`config.mk`:
```
export PLATFORM = sky130hd
export DESIGN_NAME = sup_hiccup_seq
export DESIGN_NICKNAME = d
export VERILOG_FILES = /design/src/rtl/sup_pkg.sv /design/src/rtl/sup_selfsup_keeper.sv /design/src/rtl/sup_ocp_strikes.sv /design/src/rtl/sup_hiccup_seq.sv
export SDC_FILE = /design/constraint.sdc
export NUM_CORES = 1
export LEC_CHECK = 0
export CORE_AREA = 2 2 39 41
export CTS_CLUSTER_DIAMETER = 50
export DETAILED_ROUTE_END_ITERATION = 6
export DIE_AREA = 0 0 41 43
export DONT_BUFFER_PORTS = 1
export PLACE_DENSITY = 0.46
export SLEW_MARGIN = 20
export SYNTH_ARGS = -nofsm -noshare
export SYNTH_HDL_FRONTEND = slang
export SYNTH_SLANG_ARGS = --single-unit
```
`constraint.sdc`:
```
create_clock -name clk -period 3.3 [get_ports clk]
set_clock_uncertainty 0.15 [all_clocks]
set_input_delay 0.33 -clock clk [delete_from_list [all_inputs] [get_ports clk]]
set_output_delay 0.33 -clock clk [all_outputs]
set_load 0.1 [all_outputs]
```
`src/rtl/sup_pkg.sv`:
```
package sup_pkg;

    typedef enum logic [2:0] {
        ST_CHARGE = 3'd0,
        ST_RUN    = 3'd1,
        ST_WARN   = 3'd2,
        ST_FAULT  = 3'd3,
        ST_WAIT   = 3'd4
    } seq_state_e;

    typedef struct packed {
        logic above_on;
        logic below_restart;
        logic below_off;
        logic below_release;
    } vcc_lvl_t;

    function automatic logic is_active(input seq_state_e st);
        return (st == ST_RUN) || (st == ST_WARN);
    endfunction

endpackage

```
`src/rtl/sup_selfsup_keeper.sv`:
```
module sup_selfsup_keeper (
    input  logic clk,
    input  logic rst,
    input  logic active,
    input  logic below_restart,
    input  logic above_on,
    output logic armed
);
    logic armed_q;

    always_ff @(posedge clk) begin
        if (rst || !active)      armed_q <= 1'b0;
        else if (above_on)       armed_q <= 1'b0;
        else if (below_restart)  armed_q <= 1'b1;
    end

    assign armed = armed_q;

    p_arm_on_sag_r3: assert property (@(posedge clk) disable iff (rst)
        (active && below_restart && !above_on) |=> armed);

    p_disarm_at_on_r3: assert property (@(posedge clk) disable iff (rst)
        (active && above_on) |=> !armed);

endmodule

```
`src/rtl/sup_ocp_strikes.sv`:
```
module sup_ocp_strikes #(
    parameter int STRIKE_LIMIT = 2
) (
    input  logic clk,
    input  logic rst,
    input  logic arm,
    input  logic evt,
    input  logic trip,
    output logic limit_hit
);
    localparam int CW = $clog2(STRIKE_LIMIT + 1);
    localparam logic [CW-1:0] LAST = CW'(STRIKE_LIMIT - 1);

    logic [CW-1:0] cnt_q;

    always_ff @(posedge clk) begin
        if (rst || !arm)   cnt_q <= '0;
        else if (evt)      cnt_q <= trip ? (cnt_q + 1'b1) : '0;
    end

    assign limit_hit = arm && evt && trip && (cnt_q == LAST);

    p_strike_counts_r4: assert property (@(posedge clk) disable iff (rst)
        (arm && evt && trip && !limit_hit) |=> (cnt_q != '0));

    p_clean_clears_r5: assert property (@(posedge clk) disable iff (rst)
        (arm && evt && !trip) |=> (cnt_q == '0));

endmodule

```
`src/rtl/sup_hiccup_seq.sv`:
```
module sup_hiccup_seq
    import sup_pkg::*;
#(
    parameter int STRIKE_LIMIT = 2
) (
    input  logic       clk,
    input  logic       rst,
    input  logic       vcc_above_on,
    input  logic       vcc_below_restart,
    input  logic       vcc_below_off,
    input  logic       vcc_below_release,
    input  logic       mains_ok,
    input  logic       sw_off,
    input  logic       sw_off_evt,
    input  logic       oc_trip,
    input  logic       brownout,
    output logic       hv_en,
    output logic       sw_en,
    output logic       fault_latched,
    output logic [2:0] state_o
);
    vcc_lvl_t   lvl;
    seq_state_e st_q, st_d;
    logic       active, armed, hit;

    assign lvl = '{above_on:      vcc_above_on,
                   below_restart: vcc_below_restart,
                   below_off:     vcc_below_off,
                   below_release: vcc_below_release};

    assign active = is_active(st_q);

    sup_selfsup_keeper u_keep (
        .clk(clk), .rst(rst), .active(active),
        .below_restart(lvl.below_restart), .above_on(lvl.above_on),
        .armed(armed)
    );

    sup_ocp_strikes #(.STRIKE_LIMIT(STRIKE_LIMIT)) u_ocp (
        .clk(clk), .rst(rst), .arm(active),
        .evt(sw_off_evt), .trip(oc_trip), .limit_hit(hit)
    );

    always_comb begin
        st_d = st_q;
        unique case (st_q)
            ST_CHARGE: if (lvl.above_on) st_d = ST_RUN;
            ST_RUN, ST_WARN: begin
                if (brownout)            st_d = ST_FAULT;
                else if (lvl.below_off)  st_d = ST_CHARGE;
                else if (sw_off_evt) begin
                    if (!oc_trip)        st_d = ST_RUN;
                    else if (hit)        st_d = ST_FAULT;
                    else                 st_d = ST_WARN;
                end
            end
            ST_FAULT:  if (lvl.below_off)     st_d = ST_WAIT;
            ST_WAIT:   if (lvl.below_release) st_d = ST_CHARGE;
            default:                          st_d = ST_CHARGE;
        endcase
    end

    always_ff @(posedge clk) begin
        if (rst) st_q <= ST_CHARGE;
        else     st_q <= st_d;
    end

    always_comb begin
        if (st_q == ST_CHARGE) hv_en = mains_ok;
        else if (active)       hv_en = mains_ok && sw_off && armed;
        else                   hv_en = 1'b0;
    end

    assign sw_en         = active;
    assign fault_latched = (st_q == ST_FAULT);
    assign state_o       = st_q;

    p_charge_to_run_r2: assert property (@(posedge clk) disable iff (rst)
        (state_o == 3'd0 && vcc_above_on) |=> (state_o == 3'd1 && sw_en));

    p_fault_hold_r7: assert property (@(posedge clk) disable iff (rst)
        (fault_latched && !vcc_below_off) |=> fault_latched);

    p_fault_release_r7: assert property (@(posedge clk) disable iff (rst)
        (fault_latched && vcc_below_off) |=> (state_o == 3'd4 && !hv_en));

    p_wait_exit_r8: assert property (@(posedge clk) disable iff (rst)
        (state_o == 3'd4 && vcc_below_release) |=> (state_o == 3'd0));

    p_brownout_stop_r9: assert property (@(posedge clk) disable iff (rst)
        (sw_en && brownout) |=> fault_latched);

    p_uvlo_back_r10: assert property (@(posedge clk) disable iff (rst)
        (sw_en && !brownout && vcc_below_off) |=> (state_o == 3'd0));

endmodule

```
==> metrics.csv <==
metric,value,unit
Worst-path clk slew,0.05,ns
register area share after synthesis,32.88,%
DR WL/cell,12.44,um
CTS tree,built,
Util after Layout,33.54,%
status,"finished, final reports clean",
CP dominant cell by count,buf_4,
postcts setup bufs,0,
Mapped Cells,42,
H-tree depth,1,
worst slew pin tran,0.4595,ns
"CP delay by family, top",buffers and inverters,
worst setup margin,1.152,ns
Reg power frac,28.3,%
RSZ-0062 raised after global routing,no,
IO buf count,0,
Clk pwr share,24.3,%
crit path DAT,1.67,ns
share of cells above drive strength 1,32.00,%
synthesis-stage register bit count,6,
CP max FO,6,
IO Pins,17,
first-pass GRT wire length,1276,um
Die Height,43,um
clk root buf,clkbuf_4,
clock period minus worst slack,2.148,ns
Final HPWL DP,655.2,um
PwrDens,612.5,nW/um^2
full die area,1763,um^2
final net count,64,
crit path launch type,flop,
worst path cell trace,buf_4 > nand2_1 > a31oi_1 > nor3b_4 > buf_4,
synthesis-to-layout area growth,27.05,%
syn_area_per_cell,8.699,um^2
FP Rows,14,
DR iter-0 viols,7,
core area,1384,um^2
Post-Route Setup TNS,0,ns
slowest CP cell,buf_4,
internal power,152.5,uW
Hold WC Path Type,input port to flop,
via count of the first global-routing pass,330,
static leakage,0.1802,nW
gr usage total,11.13,%
Net Switching,131.8,uW
Switching Fraction,46.36,%
Final Hold Viols,0,
crit share post-route,65.08,%
Gate power share,47.5,%
drt total wl,821,um
Clock Latency Late Sink,0.24,ns
Final Non-Filler Cells,66,
post-synthesis net count,54,
CTS sink count,6,
Critical Path Max Stage Delay,0.31,ns
# resized after CTS,0,
via count,329,
# DRC,0,
largest net degree at the start of global routing,12,
Max clock buf depth,2,
diodes inserted,0,
crit end category,primary output,
Post-DRT Antenna Nets,0,
gp weighted congestion,0.6600,
Critical Path RT,2.82,ns
hold buffer count at CTS,0,
mean number of vias per cell,4.985,
TritonCTS buffer count,3,
Rel. slew slack,69.32,%
Fmax,0.4656,GHz
final slew viol count,0,
critical path buffer and inverter count,2,
overflow left after global routing,0,
initial core utilization,26.40,%
"Cell Area, Synth",365.4,um^2
"worst slack, placed",1.408,ns
Cell Count Post-Placement,63,
crit path kind,flop to primary output,
final setup fails,0,
die width,41,um
Yosys warning count,0,
initial antenna violation count,0,
VDD IR max,0.1771,mV
MaxCap Viol Count,0,
drt first pass iters,4,
Synth cell types,28,
## power groups by stage
stage | registers (mW) | clock network [mW] | logic, mW
3_5_place_dp | 0.0817 | 0 | 0.136
2_1_floorplan | 0.113 | 0 | 0.0794
3_3_place_gp | 0.0817 | 0 | 0.135
6_report | 0.0803 | 0.0690 | 0.135
4_1_cts | 0.0803 | 0.0712 | 0.136
5_1_grt | 0.0807 | 0.0751 | 0.142
## final timing paths
check | start | cells after the start | slack, ns | to
setup / recovery | state_o[0]$_SDFFE_PP0P_ | 5 | 1.15 | hv_en
hold / removal | vcc_above_on | 1 | 0.01 | u_keep.armed$_SDFFE_PP0P_
setup reg to reg | state_o[0]$_SDFFE_PP0P_ | 5 | 1.41 | state_o[1]$_SDFFE_PP0P_
hold reg to reg | u_keep.armed$_SDFFE_PP0P_ | 2 | 0.34 | u_keep.armed$_SDFFE_PP0P_
## cell usage in the layout, fill, tap and decap left out, drive strengths merged, types with 2 or more instances in the layout
cell type  netlist  final
nor2             7      7
inv              2      2
buf              1      6
mux2             2      2
dfxtp            6      6
nand2            3      3
or3              2      2
clkbuf           0      3
## worst reg2reg max path, stage by stage (launching register included)
cell,delay [ns]
dfxtp_1,0.30
buf_4,0.31
nor2_2,0.12
o31a_1,0.28
o31ai_2,0.27
mux2_1,0.35
## registers in the layout, indices dropped and copies added, names as in the netlist
name	cells
u_keep.armed	1
u_ocp.cnt_q	2
state_o	3
## synth_stat cells
master	count	share of area, %
o31a_1	1	2.4
nor3_1	1	1.4
a21oi_1	1	1.4
o21ai_0	1	1.4
mux2i_1	1	2.7
o31ai_2	1	3.4
or2b_2	1	2.4
o41ai_1	1	2.4
xnor2_1	1	2.4
o21ba_1	1	2.7
or3_1	2	3.4
a31oi_1	1	1.7
o22a_1	1	2.4
nor2b_1	1	1.7
nor3b_1	1	2.1
dfxtp_1	6	33
a21boi_1	1	2.1
nor2_1	6	6.2
buf_2	1	1.4
or4_1	1	2.1
inv_1	2	2.1
maj3_1	1	2.7
nand4b_1	1	2.4
nor2_2	1	1.7
nand2_1	3	3.1
mux2_1	1	3.1
ha_1	1	3.4
mux2_2	1	3.1
## per-layer routing
| layer | routed length, um | vias up | global-route usage, % |
|---|---|---|---|
| met5 | 0 | - | 0 |
| met3 | 58 | 2 | 4.712 |
| li1 | - | 170 | - |
| met1 | 337 | 145 | 10.90 |
| met2 | 408 | 12 | 17.50 |
| met4 | 17 | 0 | 8.000 |
## final cells by class
class	instances	area, um^2
Timing Repair Buffer	6	45.04
Inverter	2	7.507
Multi-Input combinational cell	33	249.0
Fill cell	156	919.6
Clock buffer	3	22.52
Sequential cell	6	120.1
Tap cell	16	20.02
## cells by family (layout without fill, tap and decap cells)
group | Yosys count | in the layout | share of synthesized area, %
DFF | 6 | 6 | 32.88
and+or+nand+nor | 18 | 18 | 26.37
AOI/OAI and AO/OA | 9 | 9 | 19.86
muxes | 3 | 3 | 8.904
xor gates and xnor gates | 1 | 1 | 2.398
buffers and inverters | 3 | 11 | 3.424
adders and majority gates | 2 | 2 | 6.164
## stage by stage
stage                     hold slack [ns]  power (mW)  cell area [um^2]
after floorplan                    0.2593      0.1921             370.4
after global placement             0.2611      0.2172             441.7
after detailed placement           0.2631      0.2177             441.7
after CTS                        0.007160      0.2879             464.2
after global routing             0.002707      0.2982             464.2
final                            0.009997      0.2843             464.2
(Power assumes the default switching activity.)
